--- src/rtl/tag_dir_pkg.sv ---
package tag_dir_pkg;
  typedef enum logic [1:0] {
    PERM_NONE = 2'd0,
    PERM_INV  = 2'd1,
    PERM_RO   = 2'd2,
    PERM_RW   = 2'd3
  } perm_e;

  typedef enum logic [1:0] {
    KIND_LOAD  = 2'd0,
    KIND_FETCH = 2'd1,
    KIND_STORE = 2'd2
  } kind_e;

  typedef enum logic [3:0] {
    OP_ACCESS  = 4'd0,
    OP_PRESENT = 4'd1,
    OP_AVAIL   = 4'd2,
    OP_ALLOC   = 4'd3,
    OP_DEALLOC = 4'd4,
    OP_SETPERM = 4'd5,
    OP_LOCK    = 4'd6,
    OP_UNLOCK  = 4'd7,
    OP_TSTLOCK = 4'd8,
    OP_PROBE   = 4'd9
  } op_e;
endpackage

--- src/rtl/tag_dir_lookup.sv ---
module tag_dir_lookup
  import tag_dir_pkg::*;
#(
  parameter int TAG_W = 10,
  parameter int WAYS  = 4,
  localparam int WAY_W = $clog2(WAYS)
) (
  input  logic [WAYS-1:0][TAG_W-1:0] tags_i,
  input  logic [WAYS-1:0][1:0]       perms_i,
  input  logic [TAG_W-1:0]           tag_i,
  output logic [WAYS-1:0]            match_vec_o,
  output logic                       hit_o,
  output logic [WAY_W-1:0]           hit_way_o,
  output logic                       free_o,
  output logic [WAY_W-1:0]           free_way_o
);
  always_comb begin
    match_vec_o = '0;
    hit_o       = 1'b0;
    hit_way_o   = '0;
    free_o      = 1'b0;
    free_way_o  = '0;
    // descending scan leaves the lowest qualifying way
    for (int w = WAYS - 1; w >= 0; w--) begin
      if (perms_i[w] != PERM_NONE && tags_i[w] == tag_i) begin
        match_vec_o[w] = 1'b1;
        hit_o          = 1'b1;
        hit_way_o      = WAY_W'(w);
      end
      if (perms_i[w] == PERM_NONE) begin
        free_o     = 1'b1;
        free_way_o = WAY_W'(w);
      end
    end
  end
endmodule

--- src/rtl/tag_dir_lru.sv ---
module tag_dir_lru #(
  parameter int SETS = 4,
  parameter int WAYS = 4,
  localparam int IDX_W = $clog2(SETS),
  localparam int WAY_W = $clog2(WAYS)
) (
  input  logic             clk_i,
  input  logic             rst_ni,
  input  logic             touch_i,
  input  logic [IDX_W-1:0] touch_set_i,
  input  logic [WAY_W-1:0] touch_way_i,
  input  logic [IDX_W-1:0] rd_set_i,
  output logic [WAY_W-1:0] victim_o
);
  logic [SETS-1:0][WAY_W-1:0] vict_w;

  for (genvar s = 0; s < SETS; s++) begin : g_set
    // age 0 = most recent, WAYS-1 = victim
    logic [WAYS-1:0][WAY_W-1:0] age_q;
    logic [WAYS-1:0]            oldest;
    logic [WAY_W-1:0]           enc;

    always_comb begin
      enc = '0;
      for (int w = 0; w < WAYS; w++) begin
        oldest[w] = (age_q[w] == WAY_W'(WAYS - 1));
        if (oldest[w]) enc = WAY_W'(w);
      end
    end
    assign vict_w[s] = enc;

    always_ff @(posedge clk_i or negedge rst_ni) begin
      if (!rst_ni) begin
        for (int w = 0; w < WAYS; w++) age_q[w] <= WAY_W'(WAYS - 1 - w);
      end else if (touch_i && touch_set_i == IDX_W'(s)) begin
        for (int w = 0; w < WAYS; w++) begin
          if (WAY_W'(w) == touch_way_i) age_q[w] <= '0;
          else if (age_q[w] < age_q[touch_way_i]) age_q[w] <= age_q[w] + 1'b1;
        end
      end
    end

    assert_single_victim_R11 : assert property (@(posedge clk_i) disable iff (!rst_ni)
      $countones(oldest) == 1)
      else $error("lru set %0d has no unique victim", s);
  end

  assign victim_o = vict_w[rd_set_i];
endmodule

--- src/rtl/tag_dir.sv ---
module tag_dir
  import tag_dir_pkg::*;
#(
  parameter int ADDR_W      = 16,
  parameter int CACHE_BYTES = 256,
  parameter int LINE_BYTES  = 16,
  parameter int WAYS        = 4,
  parameter int CTX_W       = 4,
  localparam int WAY_W      = $clog2(WAYS)
) (
  input  logic              clk_i,
  input  logic              rst_ni,
  input  logic              req_valid_i,
  input  logic [3:0]        req_op_i,
  input  logic [ADDR_W-1:0] req_addr_i,
  input  logic [1:0]        req_kind_i,
  input  logic [1:0]        req_perm_i,
  input  logic [CTX_W-1:0]  req_ctx_i,
  output logic              rsp_valid_o,
  output logic              rsp_ok_o,
  output logic              rsp_err_o,
  output logic [WAY_W-1:0]  rsp_way_o,
  output logic [ADDR_W-1:0] rsp_addr_o
);
  localparam int SETS  = CACHE_BYTES / WAYS / LINE_BYTES;
  localparam int OFF_W = $clog2(LINE_BYTES);
  localparam int IDX_W = $clog2(SETS);
  localparam int TAG_W = ADDR_W - OFF_W - IDX_W;

  logic [SETS-1:0][WAYS-1:0][TAG_W-1:0] tag_q;
  logic [SETS-1:0][WAYS-1:0][1:0]       perm_q;
  logic [SETS-1:0][WAYS-1:0][CTX_W-1:0] lock_q;

  op_e              op;
  logic [IDX_W-1:0] idx;
  logic [TAG_W-1:0] req_tag;
  logic [WAYS-1:0]  match_vec;
  logic             hit, free, avail, alloc_ok, fire;
  logic [WAY_W-1:0] hit_way, free_way, victim_way;
  logic [1:0]       cur_perm;
  logic [CTX_W-1:0] cur_lock;
  logic             touch;
  logic [WAY_W-1:0] touch_way;

  assign op      = op_e'(req_op_i);
  assign idx     = req_addr_i[OFF_W +: IDX_W];
  assign req_tag = req_addr_i[ADDR_W-1 -: TAG_W];
  assign fire    = req_valid_i;

  tag_dir_lookup #(.TAG_W(TAG_W), .WAYS(WAYS)) i_lookup (
    .tags_i      (tag_q[idx]),
    .perms_i     (perm_q[idx]),
    .tag_i       (req_tag),
    .match_vec_o (match_vec),
    .hit_o       (hit),
    .hit_way_o   (hit_way),
    .free_o      (free),
    .free_way_o  (free_way)
  );

  assign avail    = hit | free;
  assign alloc_ok = !hit && free;
  assign cur_perm = perm_q[idx][hit_way];
  assign cur_lock = lock_q[idx][hit_way];
  assign touch    = fire && ((op == OP_ACCESS && hit) || (op == OP_ALLOC && alloc_ok));
  assign touch_way = (op == OP_ALLOC) ? free_way : hit_way;

  tag_dir_lru #(.SETS(SETS), .WAYS(WAYS)) i_lru (
    .clk_i       (clk_i),
    .rst_ni      (rst_ni),
    .touch_i     (touch),
    .touch_set_i (idx),
    .touch_way_i (touch_way),
    .rd_set_i    (idx),
    .victim_o    (victim_way)
  );

  logic              ok_d, err_d;
  logic [WAY_W-1:0]  way_d;
  logic [ADDR_W-1:0] addr_d;

  always_comb begin
    ok_d   = 1'b0;
    err_d  = 1'b0;
    way_d  = '0;
    addr_d = '0;
    unique case (op)
      OP_ACCESS, OP_PRESENT: begin
        if (hit) way_d = hit_way;
        if (op == OP_PRESENT) ok_d = hit;
        else ok_d = hit && (cur_perm == PERM_RW ||
                     (cur_perm == PERM_RO && req_kind_i inside {KIND_LOAD, KIND_FETCH}));
      end
      OP_AVAIL: ok_d = avail;
      OP_ALLOC: begin
        ok_d  = alloc_ok;
        err_d = !alloc_ok;
        if (alloc_ok) way_d = free_way;
      end
      OP_DEALLOC, OP_SETPERM, OP_LOCK, OP_UNLOCK, OP_TSTLOCK: begin
        err_d = !hit;
        if (hit) way_d = hit_way;
        ok_d  = hit && (op != OP_TSTLOCK || cur_lock == req_ctx_i);
      end
      OP_PROBE: begin
        ok_d  = !avail;
        err_d = avail;
        if (!avail) begin
          way_d  = victim_way;
          addr_d = {tag_q[idx][victim_way], idx, {OFF_W{1'b0}}};
        end
      end
      default: err_d = 1'b1;
    endcase
  end

  always_ff @(posedge clk_i or negedge rst_ni) begin
    if (!rst_ni) begin
      tag_q  <= '0;
      perm_q <= '0;
      lock_q <= '1;
    end else if (fire) begin
      if (op == OP_ALLOC && alloc_ok) begin
        tag_q[idx][free_way]  <= req_tag;
        perm_q[idx][free_way] <= PERM_INV;
        lock_q[idx][free_way] <= '1;
      end else if (hit) begin
        case (op)
          OP_DEALLOC: begin
            perm_q[idx][hit_way] <= PERM_NONE;
            lock_q[idx][hit_way] <= '1;
          end
          OP_SETPERM: begin
            perm_q[idx][hit_way] <= req_perm_i;
            if (req_perm_i != PERM_RW) lock_q[idx][hit_way] <= '1;
          end
          OP_LOCK:   lock_q[idx][hit_way] <= req_ctx_i;
          OP_UNLOCK: lock_q[idx][hit_way] <= '1;
          default: ;
        endcase
      end
    end
  end

  always_ff @(posedge clk_i or negedge rst_ni) begin
    if (!rst_ni) begin
      rsp_valid_o <= 1'b0;
      rsp_ok_o    <= 1'b0;
      rsp_err_o   <= 1'b0;
      rsp_way_o   <= '0;
      rsp_addr_o  <= '0;
    end else begin
      rsp_valid_o <= fire;
      rsp_ok_o    <= fire & ok_d;
      rsp_err_o   <= fire & err_d;
      rsp_way_o   <= fire ? way_d : '0;
      rsp_addr_o  <= fire ? addr_d : '0;
    end
  end

  logic alloc_fire, alloc_bad, demote_fire;
  assign alloc_fire  = fire && op == OP_ALLOC && alloc_ok;
  assign alloc_bad   = fire && op == OP_ALLOC && !alloc_ok;
  assign demote_fire = fire && op == OP_SETPERM && hit && req_perm_i != PERM_RW;

  assert_line_aligned_R1 : assert property (@(posedge clk_i) disable iff (!rst_ni)
    fire |-> req_addr_i[OFF_W-1:0] == '0)
    else $error("unaligned request address");

  assert_single_match_R3 : assert property (@(posedge clk_i) disable iff (!rst_ni)
    fire |-> $onehot0(match_vec))
    else $error("tag matches more than one way");

  assert_alloc_init_R6 : assert property (@(posedge clk_i) disable iff (!rst_ni)
    alloc_fire |=> perm_q[$past(idx)][$past(free_way)] == PERM_INV &&
                   lock_q[$past(idx)][$past(free_way)] == {CTX_W{1'b1}})
    else $error("allocated way not invalid and unlocked");

  assert_alloc_refused_R7 : assert property (@(posedge clk_i) disable iff (!rst_ni)
    alloc_bad |=> $stable(perm_q) && $stable(tag_q) && $stable(lock_q))
    else $error("refused allocation changed state");

  assert_demote_unlock_R10 : assert property (@(posedge clk_i) disable iff (!rst_ni)
    demote_fire |=> lock_q[$past(idx)][$past(hit_way)] == {CTX_W{1'b1}})
    else $error("permission demotion kept lock");
endmodule

--- config.mk ---
export PLATFORM = sky130hd
export DESIGN_NAME = tag_dir
export DESIGN_NICKNAME = d
export VERILOG_FILES = /design/src/rtl/tag_dir_pkg.sv /design/src/rtl/tag_dir_lookup.sv /design/src/rtl/tag_dir_lru.sv /design/src/rtl/tag_dir.sv
export SDC_FILE = /design/constraint.sdc
export NUM_CORES = 1
export LEC_CHECK = 0
export BUFFER_PORTS_ARGS = -buffer_cell sky130_fd_sc_hd__buf_2
export CORE_UTILIZATION = 30
export DETAILED_ROUTE_END_ITERATION = 12
export SLEW_MARGIN = 25
export SYNTH_ARGS = -nofsm -noshare
export SYNTH_HDL_FRONTEND = slang
export SYNTH_HIERARCHICAL = 1
export SYNTH_SLANG_ARGS = --single-unit
--- constraint.sdc ---
create_clock -name clk_i -period 5.6 [get_ports clk_i]
set_clock_uncertainty 0.1 [all_clocks]
set_input_delay 0.56 -clock clk_i [delete_from_list [all_inputs] [get_ports clk_i]]
set_output_delay 0.56 -clock clk_i [all_outputs]
set_load 0.005 [all_outputs]
==> results.toml <==
[status]
status = "finished, final reports clean"

[clock_network]
cts_tree = "done"
cts.clk_slew.worst_paths_ns = 0.05
clock_path_buffers = 3
cts_setup_buffers = 0
post_cts_resize_count = 0
cts_buffers = 37
clkSinkCount = 305
htreeDepth = 2
ctsHoldBuffers = 0
clock_latency_ns = 0.58
root_buffer = "clkbuf_16"

[sta]
period_needed_ns = 4.815
fmax_mhz = 207.7
worst_slew_pin_slew_ns = 0.9723
max_slew_margin = 0.3518
rsz0062_at_grt = "false"
fin_tns_setup_ns = 0
hold_viol_final = 0
setup_viol = 0
post-route-period-util = 0.8598
maxSlewViolCount = 0
setup_slack_ns = 0.7853

[floorplan]
initial_core_util = 0.3042
die_height_um = 241.3
core_um2 = 56500
io_pins = 52
fp.dieW_um = 241.3
rows = 87
die-area_um2 = 58240

[placed_design]
placed_cells = 2284
hpwl_mm = 34.35
gp_congestion = 0.9009
post-place-ws_ns = 0.2125
numPortBuffers = 42

[final_layout]
instances_no_fill = 2352
final_cell_mix = "dfrtp_1 (225), mux2_2 (172), nand2_1 (110)"
fillers = 5550
diodes = 0
synthToLayoutAreaGrowth_pct = 14.93
final_common_cell = "dfrtp_1"
drive_gt1_frac = 0.3264
nNetsFinal = 1628

[logic_synthesis]
yosysUniqueCellTypes = 85
synth_top_cell_by_area = "dfrtp_1"
ys_seq_area_frac = 0.4500
ys_ff_latch = 305
yosysTopAreaCellShare = 0.3277
synth_area_leaders = "dfrtp_1 (33%), dfstp_2 (12%), mux2_2 (11%)"
avgSynthCellArea_um2 = 11.42
synth_edf_count = 0
synthArstFlopShare = 1.000
synth_ff_type = "dfrtp_1"
ys_warn_count = 6
syn_inst = 1505
syn_area_um2 = 17180

[detailed_routing]
wl_per_cell_um = 21.20
via_per_inst = 5.538
firstDrtPassIters = 5
drt_wl_total_mm = 49.87
drc = 0
vias = 13030
ant_nets = 0
drt_iter0_drc = 1040

[setup_path]
cp-start-kind = "input port"
critPathCaptureType = "flip-flop"
cp_max_fo = 24
reg2reg_to = "i_lru/g_set[1].age_q[7]"
arrival_ns = 5.21
regToRegStartpoint = "tag_q[130]"
rrSetupSlack_ns = 1.19
crit_required_ns = 5.99
path_class = "input port to flip-flop"
ff2ff_path_depth = 14

[min_path]
hold_depth = 3
holdCritStartpoint = "req_ctx_i[0]"
hp-class = "input port to flip-flop"
min_to = "lock_q[24]"

[global_route]
overflow = 0
grt_first_pass_wirelength_mm = 78.44
grt_pass1_vias = 13360
grt_usage = 0.1747
grt_max_degree = 142
antenna_found_initial = 3

[power]
leakage_nw = 8.408
pwr_density_cell_nw_per_um2 = 264.3
total_power_mw = 5.219
worst_ir_drop_vdd_v = 0.0001792

[job]
drv_cap = 0
## cell type report
cell class                 count  area [um^2]  share of cell area
multi-input combinational   1091         8916              0.4515
sequential                   305         7732              0.3915
clock buffer                  53         1046             0.05296
tap                          756        945.9             0.04790
timing repair buffer         116        890.9             0.04511
clock inverter                13        150.1            0.007603
inverter                      18        67.56            0.003421
## synth_stat cells (5+ instances only)
cell and count:
and3_1 18, buf_4 10, a211oi_1 21, nand3_1 36, nand2b_1 18, nor2_1 92
a22oi_1 8, xor2_1 28, a21oi_1 97, o22ai_1 26, mux2_2 172, clkbuf_1 55
and2_1 5, buf_6 8, o211ai_1 9, nor4_1 6, nand2_1 110, inv_1 18
nand3b_1 5, o21ai_0 92, a2bb2oi_1 29, nor2b_1 15, buf_2 19, ha_1 28
o22a_1 13, mux4_2 67, a221oi_1 7, nor3_1 18, dfrtp_1 225, mux2i_1 21
xnor2_1 19, a41oi_1 6, o311a_1 5, a31oi_1 7, dfstp_2 80, o311ai_0 9
nor4b_1 6
## critical path, stage by stage
cell	delay, ns
buf_4	0.43
buf_4	0.27
mux4_2	0.56
xor2_1	0.17
nor4_1	0.50
buf_4	0.19
nand3_1	0.11
a21oi_1	0.23
mux2_2	0.34
buf_12	0.18
mux4_2	0.49
inv_1	0.14
ha_1	0.28
o311a_1	0.13
or4_1	0.48
nand3_1	0.10
## kinds of logic (layout without fill, tap and decap cells)
kind of cell	Yosys count	after routing	share of synthesized area
buffers and inverters	112	200	0.03255
XOR/XNOR	47	47	0.02396
flip-flops	305	305	0.4500
adder cells (fa/ha/maj)	28	28	0.02039
AO/OA/AOI/OAI	360	360	0.1346
other	1	4	0.0002182
AND/OR/NAND/NOR	387	387	0.1188
multiplexers	265	265	0.2195
## through the flow
stage / hold WS (ns) / utilization / instance area, um^2
floorplan: 0.1644 / - / 17200
global placement: 0.3627 / 0.3277 / 18520
detailed placement: 0.3840 / 0.3277 / 18520
CTS: 0.08212 / 0.3489 / 19710
global route: 0.2807 / 0.3496 / 19750
finish: 0.2494 / 0.3496 / 19750
## routing by layer
metal	up-vias	part of all wire	track usage
met2	408	0.47	0.2867
li1	5792	-	-
met1	6714	0.44	0.2331
met4	4	0.031	0.06195
met3	108	0.055	0.02746
met5	-	0.00042	0
## worst max-delay path by stage
stage                              from                       to  slack, ns
after global routing      req_addr_i[4]  i_lru/g_set[1].age_q[7]       0.57
final                     req_addr_i[4]  i_lru/g_set[1].age_q[7]       0.79
after floorplan           req_addr_i[5]  i_lru/g_set[2].age_q[1]       0.15
after global placement    req_addr_i[4]  i_lru/g_set[0].age_q[7]       0.30
after CTS                 req_addr_i[4]  i_lru/g_set[1].age_q[7]       0.80
after detailed placement  req_addr_i[4]  i_lru/g_set[1].age_q[7]       0.21
## report_power, final
group          switching [mW]  internal (mW)  total, mW
Sequential             0.0497           2.32       2.37
Combinational           0.287          0.194      0.481
Clock                    1.00           1.37       2.37
## sequential cells by signal, indices dropped and copies added, names as in the netlist
| signal | flops |
|---|---|
| i_lru/g_set.age_q | 32 |
| lock_q | 64 |
| perm_q | 32 |
| rsp_addr_o | 12 |
| rsp_err_o | 1 |
| rsp_ok_o | 1 |
| rsp_valid_o | 1 |
| rsp_way_o | 2 |
| tag_q | 160 |
(Power assumes the default switching activity.)
